## src/rtl/sram_ctrl_pkg.sv

```systemverilog
package sram_ctrl_pkg;

  localparam int DATA_W = 16;
  localparam int LANES  = DATA_W / 8;

  typedef enum logic [1:0] {
    ST_IDLE    = 2'd0,
    ST_SETUP   = 2'd1,
    ST_STROBE  = 2'd2,
    ST_RECOVER = 2'd3
  } phase_t;

  // control -> datapath strobes
  typedef struct packed {
    logic load;     // latch a new request
    logic select;   // chip selected, byte enables live
    logic drive;    // drive write data onto the bus
    logic capture;  // sample the read bus
  } strobe_t;

  function automatic int clkCount(input int ns, input int periodNs);
    return (ns + periodNs - 1) / periodNs;
  endfunction

  function automatic int imax(input int a, input int b);
    return (a > b) ? a : b;
  endfunction

endpackage

```

## src/rtl/sram_ctrl_fsm.sv

```systemverilog
module sram_ctrl_fsm
  import sram_ctrl_pkg::*;
#(
  parameter int CLK_NS  = 4,
  parameter int T_WC_NS = 70,
  parameter int T_WP_NS = 50,
  parameter int T_DW_NS = 30,
  parameter int T_CW_NS = 60,
  parameter int T_AS_NS = 0,
  parameter int T_WR_NS = 0,
  parameter int T_AA_NS = 70,
  parameter int T_OE_NS = 40,
  parameter int T_RC_NS = 70
) (
  input  logic             clk,
  input  logic             rstN,
  input  logic             reqValid,
  input  logic             reqWrite,
  input  logic [LANES-1:0] reqMask,
  output logic             ready,
  output logic             done,
  output logic             ceN,
  output logic             oeN,
  output logic             weN,
  output strobe_t          strb
);

  localparam int SETUP_C = imax(1, clkCount(T_AS_NS, CLK_NS));
  localparam int WR_STB  = imax(imax(clkCount(T_WP_NS, CLK_NS), clkCount(T_DW_NS, CLK_NS)),
                                imax(1, clkCount(T_CW_NS, CLK_NS) - SETUP_C));
  localparam int WR_REC  = imax(imax(1, clkCount(T_WR_NS, CLK_NS)),
                                clkCount(T_WC_NS, CLK_NS) - SETUP_C - WR_STB);
  localparam int RD_STB  = imax(imax(1, clkCount(T_AA_NS, CLK_NS) - SETUP_C),
                                clkCount(T_OE_NS, CLK_NS));
  localparam int RD_REC  = imax(1, clkCount(T_RC_NS, CLK_NS) - SETUP_C - RD_STB);
  localparam int MAX_C   = imax(imax(SETUP_C, WR_STB), imax(imax(WR_REC, RD_STB), RD_REC));
  localparam int CNT_W   = $clog2(MAX_C) + 1;

  phase_t           state;
  logic [CNT_W-1:0] cnt;
  logic             isWr;
  logic             accept;
  logic             lastCyc;

  assign accept  = reqValid && (state == ST_IDLE) && (|reqMask);
  assign lastCyc = (cnt == '0);

  always_ff @(posedge clk) begin
    if (!rstN) begin
      state <= ST_IDLE;
      cnt   <= '0;
      isWr  <= 1'b0;
      done  <= 1'b0;
    end else begin
      done <= (state == ST_STROBE) && lastCyc;
      unique case (state)
        ST_IDLE: begin
          if (accept) begin
            state <= ST_SETUP;
            isWr  <= reqWrite;
            cnt   <= CNT_W'(SETUP_C - 1);
          end
        end
        ST_SETUP: begin
          if (lastCyc) begin
            state <= ST_STROBE;
            cnt   <= isWr ? CNT_W'(WR_STB - 1) : CNT_W'(RD_STB - 1);
          end else begin
            cnt <= cnt - 1'b1;
          end
        end
        ST_STROBE: begin
          if (lastCyc) begin
            state <= ST_RECOVER;
            cnt   <= isWr ? CNT_W'(WR_REC - 1) : CNT_W'(RD_REC - 1);
          end else begin
            cnt <= cnt - 1'b1;
          end
        end
        default: begin
          if (lastCyc) state <= ST_IDLE;
          else         cnt   <= cnt - 1'b1;
        end
      endcase
    end
  end

  // strobes are decoded from the registered phase only
  assign ready = (state == ST_IDLE);
  assign ceN   = !((state == ST_SETUP) || (state == ST_STROBE));
  assign weN   = !((state == ST_STROBE) && isWr);
  assign oeN   = !((state == ST_STROBE) && !isWr);

  assign strb.load    = accept;
  assign strb.select  = (state == ST_SETUP) || (state == ST_STROBE);
  assign strb.drive   = (state == ST_STROBE) && isWr;
  assign strb.capture = (state == ST_STROBE) && !isWr && lastCyc;


  one_strobe_chk: assert property (@(posedge clk) disable iff (!rstN)
    !(!weN && !oeN));


  we_in_ce_chk: assert property (@(posedge clk) disable iff (!rstN)
    !weN |-> !ceN);


  done_pulse_chk: assert property (@(posedge clk) disable iff (!rstN)
    done |=> !done);


  idle_quiet_chk: assert property (@(posedge clk) disable iff (!rstN)
    ready |-> (ceN && weN && oeN));


  no_overflow_chk: assert property (@(posedge clk) disable iff (!rstN)
    (state != ST_IDLE) |-> (int'(cnt) < MAX_C));

endmodule

```

## src/rtl/sram_ctrl_datapath.sv

```systemverilog
module sram_ctrl_datapath
  import sram_ctrl_pkg::*;
#(
  parameter int ADDR_W = 17
) (
  input  logic              clk,
  input  logic              rstN,
  input  strobe_t           strb,
  input  logic [ADDR_W-1:0] reqAddr,
  input  logic [DATA_W-1:0] reqWData,
  input  logic [LANES-1:0]  reqMask,
  input  logic [DATA_W-1:0] dqIn,
  output logic [ADDR_W-1:0] addrOut,
  output logic [DATA_W-1:0] dqOut,
  output logic              dqOe,
  output logic [LANES-1:0]  beN,
  output logic [DATA_W-1:0] rdData
);

  logic [ADDR_W-1:0] addrQ;
  logic [DATA_W-1:0] dataQ;
  logic [LANES-1:0]  maskQ;

  always_ff @(posedge clk) begin
    if (!rstN) begin
      addrQ <= '0;
      dataQ <= '0;
      maskQ <= '0;
    end else if (strb.load) begin
      addrQ <= reqAddr;
      dataQ <= reqWData;
      maskQ <= reqMask;
    end
  end

  assign addrOut = addrQ;
  assign dqOut   = dataQ;
  assign dqOe    = strb.drive;

  for (genvar g = 0; g < LANES; g++) begin : gLane
    assign beN[g] = !(strb.select && maskQ[g]);

    always_ff @(posedge clk) begin
      if (!rstN)             rdData[g*8 +: 8] <= 8'h00;
      else if (strb.capture) rdData[g*8 +: 8] <= maskQ[g] ? dqIn[g*8 +: 8] : 8'h00;
    end
  end


  capture_read_only_chk: assert property (@(posedge clk) disable iff (!rstN)
    strb.capture |-> !strb.drive);


  load_when_idle_chk: assert property (@(posedge clk) disable iff (!rstN)
    strb.load |-> !strb.select);

endmodule

```

## src/rtl/async_sram_ctrl.sv

```systemverilog
module async_sram_ctrl
  import sram_ctrl_pkg::*;
#(
  parameter int ADDR_W  = 17,
  parameter int CLK_NS  = 4,
  parameter int T_WC_NS = 70,
  parameter int T_WP_NS = 50,
  parameter int T_DW_NS = 30,
  parameter int T_CW_NS = 60,
  parameter int T_AS_NS = 0,
  parameter int T_WR_NS = 0,
  parameter int T_AA_NS = 70,
  parameter int T_OE_NS = 40,
  parameter int T_RC_NS = 70
) (
  input  logic              clk,
  input  logic              rstN,
  input  logic              reqValid,
  input  logic              reqWrite,
  input  logic [ADDR_W-1:0] reqAddr,
  input  logic [15:0]       reqWData,
  input  logic [1:0]        reqMask,
  output logic              ready,
  output logic              done,
  output logic [15:0]       rdData,
  output logic [ADDR_W-1:0] memAddr,
  output logic              memCeN,
  output logic              memOeN,
  output logic              memWeN,
  output logic              memLbN,
  output logic              memUbN,
  output logic [15:0]       memDqOut,
  input  logic [15:0]       memDqIn,
  output logic              memDqOe
);

  strobe_t          strb;
  logic [LANES-1:0] beN;

  sram_ctrl_fsm #(
    .CLK_NS(CLK_NS), .T_WC_NS(T_WC_NS), .T_WP_NS(T_WP_NS), .T_DW_NS(T_DW_NS),
    .T_CW_NS(T_CW_NS), .T_AS_NS(T_AS_NS), .T_WR_NS(T_WR_NS), .T_AA_NS(T_AA_NS),
    .T_OE_NS(T_OE_NS), .T_RC_NS(T_RC_NS)
  ) u_fsm (
    .clk(clk), .rstN(rstN), .reqValid(reqValid), .reqWrite(reqWrite),
    .reqMask(reqMask), .ready(ready), .done(done),
    .ceN(memCeN), .oeN(memOeN), .weN(memWeN), .strb(strb)
  );

  sram_ctrl_datapath #(.ADDR_W(ADDR_W)) u_dp (
    .clk(clk), .rstN(rstN), .strb(strb), .reqAddr(reqAddr),
    .reqWData(reqWData), .reqMask(reqMask), .dqIn(memDqIn),
    .addrOut(memAddr), .dqOut(memDqOut), .dqOe(memDqOe),
    .beN(beN), .rdData(rdData)
  );

  assign memLbN = beN[0];
  assign memUbN = beN[1];


  addr_hold_chk: assert property (@(posedge clk) disable iff (!rstN)
    (!memCeN && !memWeN) |-> $stable(memAddr));


  no_contention_chk: assert property (@(posedge clk) disable iff (!rstN)
    memDqOe |-> (memOeN && !memWeN));


  lane_in_ce_chk: assert property (@(posedge clk) disable iff (!rstN)
    (!memLbN || !memUbN) |-> !memCeN);

endmodule

```

## config.mk

```make
export PLATFORM = sky130hd
export DESIGN_NAME = async_sram_ctrl
export DESIGN_NICKNAME = d
export VERILOG_FILES = /design/src/rtl/sram_ctrl_pkg.sv /design/src/rtl/sram_ctrl_fsm.sv /design/src/rtl/sram_ctrl_datapath.sv /design/src/rtl/async_sram_ctrl.sv
export SDC_FILE = /design/constraint.sdc
export NUM_CORES = 1
export LEC_CHECK = 0
export BUFFER_PORTS_ARGS = -buffer_cell sky130_fd_sc_hd__buf_2
export CORE_MARGIN = 4
export CORE_UTILIZATION = 48
export DETAILED_ROUTE_END_ITERATION = 16
export PLACE_DENSITY = 0.8
export SETUP_SLACK_MARGIN = 0.3
export SKIP_CTS_REPAIR_TIMING = 1
export SLEW_MARGIN = 25
export SYNTH_ARGS = -nofsm -noshare
export SYNTH_HDL_FRONTEND = slang
export SYNTH_HIERARCHICAL = 1
export SYNTH_SLANG_ARGS = --single-unit
```

## constraint.sdc

```tcl
create_clock -name clk -period 2.26 [get_ports clk]
set_input_delay 0.226 -clock clk [delete_from_list [all_inputs] [get_ports clk]]
set_output_delay 0.226 -clock clk [all_outputs]
set_load 0.01 [all_outputs]
```

==> flow_summary.json, run 1 <==
{
  "fin_crit_sh_pct": 81.44,
  "layout-drive-gt1-share_pct": 37.56,
  "grt_pass1_vias": 2322,
  "yosysWarnings": 6,
  "skew_ps": 5.443,
  "synth-seq-cells": 61,
  "grt_max_degree": 48,
  "io_pins": 112,
  "avgSynthCellArea_um2": 9.915,
  "fmax_mhz": 543.3,
  "regArea_um2": 1221,
  "synth-seq-area-share_pct": 44.46,
  "die_w_um": 83.64,
  "synth.most_common_cell": "dfxtp_1",
  "cts_root_buffer": "clkbuf_8",
  "maxSlewHeadroom_pct": 53.16,
  "place_ws_ps": 364.0,
  "setup_violations": 0,
  "cap_violations": 0,
  "die_area_um2": 6996,
  "cts.sink_count": 61,
  "async_flop_share_pct": 0,
  "vias": 2383,
  "powerDensity_nw_per_um2": 1128,
  "multi_input_area_um2": 1345,
  "crit_fanout": 8,
  "synth_nets": 337,
  "power_frac_comb_pct": 37.8,
  "gp_congestion": 0.9466,
  "core_um2": 5540,
  "vias_per_cell": 5.114,
  "hp-class": "input pin to flip-flop",
  "internal_power_mw": 2.712,
  "drtPass1Iterations": 4,
  "yosys-top-cells-area": "dfxtp_1 44%, mux2i_1 14%, nor2b_1 8.0%, nand3b_1 4.4%, nand4_1 3.6%",
  "synthFlopType": "dfxtp_1",
  "synth_edf_count": 0,
  "routed_wl_mm": 6.397,
  "tightestPinTransition_ps": 702.6,
  "synth_top_area_share_pct": 44.46,
  "cts_buffers": 9,
  "io_buffers": 111,
  "drt_iter0_drc": 74,
  "die_height_um": 83.64,
  "clk_latency_ps": 320,
  "crit_required_ps": 2470,
  "p_seq_share_pct": 33.7,
  "initial_core_util_pct": 49.57,
  "grt_usage_pct": 18.36,
  "diodes": 0,
  "cts.path.max_buffers": 2,
  "row_count": 27,
  "met3WireLength_um": 571,
  "highest_layer": "met4",
  "dp_hpwl_mm": 4.499,
  "ir_drop_mv": 0.6449,
  "antenna_found_initial": 0,
  "worst_ep_arrival_time_ps": 2050,
  "p_sw_share_pct": 32.97,
  "synth_area_um2": 2746,
  "post-route-min-period_ps": 1840,
  "whs_ps": 134.4,
  "antenna_left": 0,
  "hold_violations": 0,
  "drc": 0,
  "syn_inst": 277,
  "start_kind": "flip-flop",
  "netlist-cell-type-count": 40,
  "area_growth_pct": 30.66,
  "pwr-share-clk_pct": 28.5,
  "grt_setup_unrepaired": "no",
  "status": "finished clean",
  "p_leak_nw": 1.698,
  "path_class": "flip-flop to flip-flop",
  "nets": 449,
  "wl_per_cell_um": 13.73,
  "cts_max_level": 3,
  "worst_slack_ps": 419.5,
  "cts_tree": "done",
  "clkTransAtPathRegs_ps": 70,
  "crit_path_end_kind": "flip-flop",
  "synth_area_leader_cell": "dfxtp_1",
  "finalSetupTns_ps": 0,
  "maxSlewViolCount": 0,
  "synthTopCellsByCount": "61 x dfxtp_1, 38 x mux2i_1, 35 x nor2b_1, 24 x nand2_1",
  "fillers": 469,
  "grt_pass1_wl_mm": 10.60,
  "power.switching_mw": 1.334,
  "dr_wl_met2_mm": 2.873,
  "drt-met1-wl_mm": 2.866,
  "overflow": 0
}
[power by group through the flow]
stage	clock, mW	combinational (mW)	sequential, mW
6_report	1.15	1.53	1.36
2_1_floorplan	0	1.07	1.39
3_3_place_gp	0	1.35	1.37
5_1_grt	1.23	1.68	1.39
3_5_place_dp	0	1.38	1.38
4_1_cts	1.18	1.39	1.36
[state kept, by name, indices dropped and copies added (netlist names)]
name and count:
u_dp/maskQ 2, u_fsm/cnt 6, u_fsm/done 1, u_fsm/isWr 1
u_fsm/state 2, u_dp/dqOut 16, u_dp/addrOut 17, u_dp/rdData 16
[cell type report]
class,count,area share [%]
clock buffer,12,4.045
clock inverter,4,2.650
inverter,12,1.255
multi-input combinational,185,37.48
sequential,61,34.03
tap,72,2.510
timing repair buffer,120,18.03
[cells by family (layout without fill, tap and decap cells)]
logic type / Yosys count / count (layout) / share of synthesized area [%]
buffers and inverters: 31 / 148 / 7.425
adder cells (fa/ha/maj): 5 / 5 / 2.278
flip-flops: 61 / 61 / 44.46
AO/OA/AOI/OAI: 30 / 30 / 7.928
multiplexers: 38 / 38 / 13.85
AND/OR/NAND/NOR: 112 / 112 / 24.06
[path summary, 6_finish.rpt]
kind	startpoint	to	slack, ps	depth (start not counted)
worst max register to register	u_fsm/cnt[0]	u_dp/rdData[4]	420	7
worst min register to register	u_dp/rdData[12]	u_dp/rdData[12]	470	2
worst max-delay path	u_fsm/cnt[0]	u_dp/rdData[4]	420	7
worst min-delay path	reqWrite	u_fsm/isWr	130	3
[critical path: stages, from the launching register on]
cell and delay (ps):
dfxtp_1 340, inv_2 90, ha_4 150, or4b_4 490, nor3_4 300, buf_6 180, nand3b_1 110, nand2_1 70
[layer usage]
metal  GRT usage, %  vias to the layer above
met3          6.713                       11
met1          21.94                     1072
met5              0                        -
li1               -                     1189
met2          29.86                      111
met4          7.310                        0
[cells in the final DEF, fill, tap and decap left out, types with 5 or more instances in the layout]
cell type,n
a21oi_1,8
buf_2,111
buf_4,5
clkbuf_8,10
dfxtp_1,61
inv_1,8
mux2i_1,38
nand2_1,24
nand3b_1,16
nand4_1,16
nor2_1,7
nor2b_1,35
o21ai_0,6
[through the flow]
stage	util (%)	instances	power, mW	area [um^2]
2_1_floorplan	-	277	2.458	2746
3_3_place_gp	59.21	445	2.726	3281
3_5_place_dp	59.21	445	2.760	3281
4_1_cts	63.55	461	3.930	3521
5_1_grt	64.77	466	4.294	3588
6_report	64.77	466	4.046	3588
Note: power is estimated with default switching activity, not from simulation.
==> run 2, diff against run 1 <==
--- a/config.mk
+++ b/config.mk
@@ -7,9 +7,9 @@
 export LEC_CHECK = 0
 export BUFFER_PORTS_ARGS = -buffer_cell sky130_fd_sc_hd__buf_2
 export CORE_MARGIN = 4
-export CORE_UTILIZATION = 48
+export CORE_UTILIZATION = 43
 export DETAILED_ROUTE_END_ITERATION = 16
-export PLACE_DENSITY = 0.8
+export PLACE_DENSITY = 0.75
 export SETUP_SLACK_MARGIN = 0.3
 export SKIP_CTS_REPAIR_TIMING = 1
 export SLEW_MARGIN = 25
==> constraint.sdc (replaced) <==
create_clock -name clk -period 1.62 [get_ports clk]
set_input_delay 0.162 -clock clk [delete_from_list [all_inputs] [get_ports clk]]
set_output_delay 0.162 -clock clk [all_outputs]
set_load 0.01 [all_outputs]
==> run 2 against run 1 <==
The flow now finishes with violations (negative setup slack). Clock skew up 9.9 ps. Sequential share of layout area down 3.8 points. Total power up 69%. Sequential power up 38%. Routed wire length up 20%. Critical path depth up 1. Sequential cell count unchanged. Hold slack worse by 63 ps. Fmax up 3.5%. Clock power up 44%. Critical endpoint is now u_dp/rdData[6]. Largest cell class unchanged.
==> flow_summary.json, run 2 (same netlist as run 1, synthesis figures left out) <==
{
  "cts_max_level": 3,
  "met2_usage_pct": 30.07,
  "power.total_mw": 6.825,
  "hold_violations": 0,
  "start_kind": "flip-flop",
  "drtPass1Iterations": 4,
  "violations": "negative setup slack",
  "power_frac_comb_pct": 48.1,
  "cpLargestDelayFamily": "simple AND/OR/NAND/NOR gates",
  "pwr-share-clk_pct": 24.3,
  "grt_pass1_vias": 2347,
  "worstPathCellList": "inv_2, ha_4, or4b_4, nor3_4, buf_6, clkbuf_16, nand3b_1, nand2_1",
  "overflow": 0,
  "fmax_mhz": 562.5,
  "powerDensity_nw_per_um2": 1676,
  "cts_tree": "done",
  "nets": 472,
  "crit_buf_inv": 3,
  "io_buffers": 111,
  "largest_reg_flops": 17,
  "post-route-min-period_ps": 1778,
  "regToRegSetupSlack_ps": -160,
  "use_met1_pct": 19.26,
  "grt_usage_pct": 17.14,
  "clk_latency_ps": 330,
  "hp-class": "input pin to flip-flop",
  "p_seq_share_pct": 27.6,
  "worst_slack_ps": -157.8,
  "crit_required_ps": 1840,
  "antenna_left": 0,
  "status": "complete, but fails checks",
  "crit_slowest_cell": "or4b_4",
  "cts.path.max_buffers": 2,
  "cts_buffers": 9,
  "drt_iter0_drc": 85,
  "grt_max_degree": 33,
  "die_area_um2": 7730,
  "p_sw_share_pct": 33.58,
  "final_common_cell": "buf_2",
  "dp_hpwl_mm": 4.939,
  "layout-drive-gt1-share_pct": 47.24,
  "setup_violations": 21,
  "crit_cells": 8,
  "die_w_um": 87.92,
  "antenna_found_initial": 0,
  "skew_ps": 15.33,
  "vias": 2487,
  "internal_power_mw": 4.533,
  "area_growth_pct": 48.25,
  "grt-busiest-layer": "met2",
  "routed_wl_mm": 7.650,
  "row_count": 28,
  "io_pins": 112,
  "cts.sink_count": 61,
  "cpPeakStageDelay_ps": 510,
  "maxSlewHeadroom_pct": 67.59,
  "grt_pass1_wl_mm": 10.38,
  "wl_per_cell_um": 15.55,
  "path_class": "flip-flop to flip-flop",
  "whs_ps": 71.42,
  "crit_fanout": 8,
  "drc": 0,
  "final_cell_mix": "105 x buf_2, 57 x dfxtp_1, 35 x nor2b_1",
  "power.switching_mw": 2.292,
  "fin_crit_sh_pct": 109.7,
  "diodes": 0,
  "worst_ep_arrival_time_ps": 2000,
  "cts_root_buffer": "clkbuf_8",
  "p_leak_nw": 1.899,
  "vias_per_cell": 5.055,
  "die_height_um": 87.92,
  "maxSlewViolCount": 0,
  "grt_setup_unrepaired": "yes",
  "r2r_cells": 8,
  "crit_path_end_kind": "flip-flop",
  "ir_drop_mv": 1.134,
  "use_met3_pct": 5.268,
  "gp_congestion": 0.9101,
  "clkTransAtPathRegs_ps": 80,
  "hold_depth": 3,
  "tightestPinTransition_ps": 486.1,
  "initial_core_util_pct": 45.31,
  "cap_violations": 0,
  "core_um2": 6061
}
[run 2: cell count changes in the layout (fill, tap and decap cells not counted), sizes merged]
cell    change
inv         +1
clkbuf      +2
buf        +19
clkinv      +1
[run 2: per-stage QoR]
stage	TNS (ps)	cells	setup WS [ps]	instance area, um^2	utilization (%)
after global placement	-1094	462	-75.11	3456	57.02
after detailed placement	-1680	462	-116.1	3456	57.02
after global routing	-4864	492	-209.7	4071	67.18
after CTS	-1796	478	-127.9	3702	61.09
after floorplan	-792.6	277	-59.07	2821	-
final	-2456	492	-157.8	4071	67.18
[run 2: path summary, 6_finish.rpt]
| path | startpoint | to |
|---|---|---|
| setup reg to reg | u_fsm/cnt[1] | u_dp/rdData[6] |
| hold / removal | memDqIn[0] | u_dp/rdData[0] |
| hold reg to reg | u_dp/rdData[11] | u_dp/rdData[11] |
| setup / recovery | u_fsm/cnt[1] | u_dp/rdData[6] |
[run 2: layout make-up]
| cell class | count | area (um^2) |
|---|---|---|
| clock buffers | 10 | 137.6 |
| clock inverters | 6 | 108.9 |
| fillers | 458 | 1989 |
| inverters | 12 | 50.05 |
| multi-input cells | 185 | 1479 |
| flip-flops and latches | 61 | 1231 |
| well taps | 75 | 93.84 |
| repair buffers | 143 | 970.9 |
[run 2: tightest hold or removal path: stages]
cell and delay (ps):
buf_2 70, nand4_1 80, nand2_1 60
[run 2: power groups by stage]
| stage | clock network [mW] | registers, mW | logic (mW) |
|---|---|---|---|
| floorplan | 0 | 1.96 | 1.68 |
| global placement | 0 | 1.88 | 2.34 |
| detailed placement | 0 | 1.89 | 2.39 |
| CTS | 1.70 | 1.86 | 2.39 |
| global route | 1.77 | 1.91 | 3.52 |
| finish | 1.66 | 1.88 | 3.28 |
[run 2: layer usage]
metal,routed length [um],share of wire [%]
met4,58,0.76
met1,3193,42
met2,3834,50
met3,564,7.4
met5,0,0
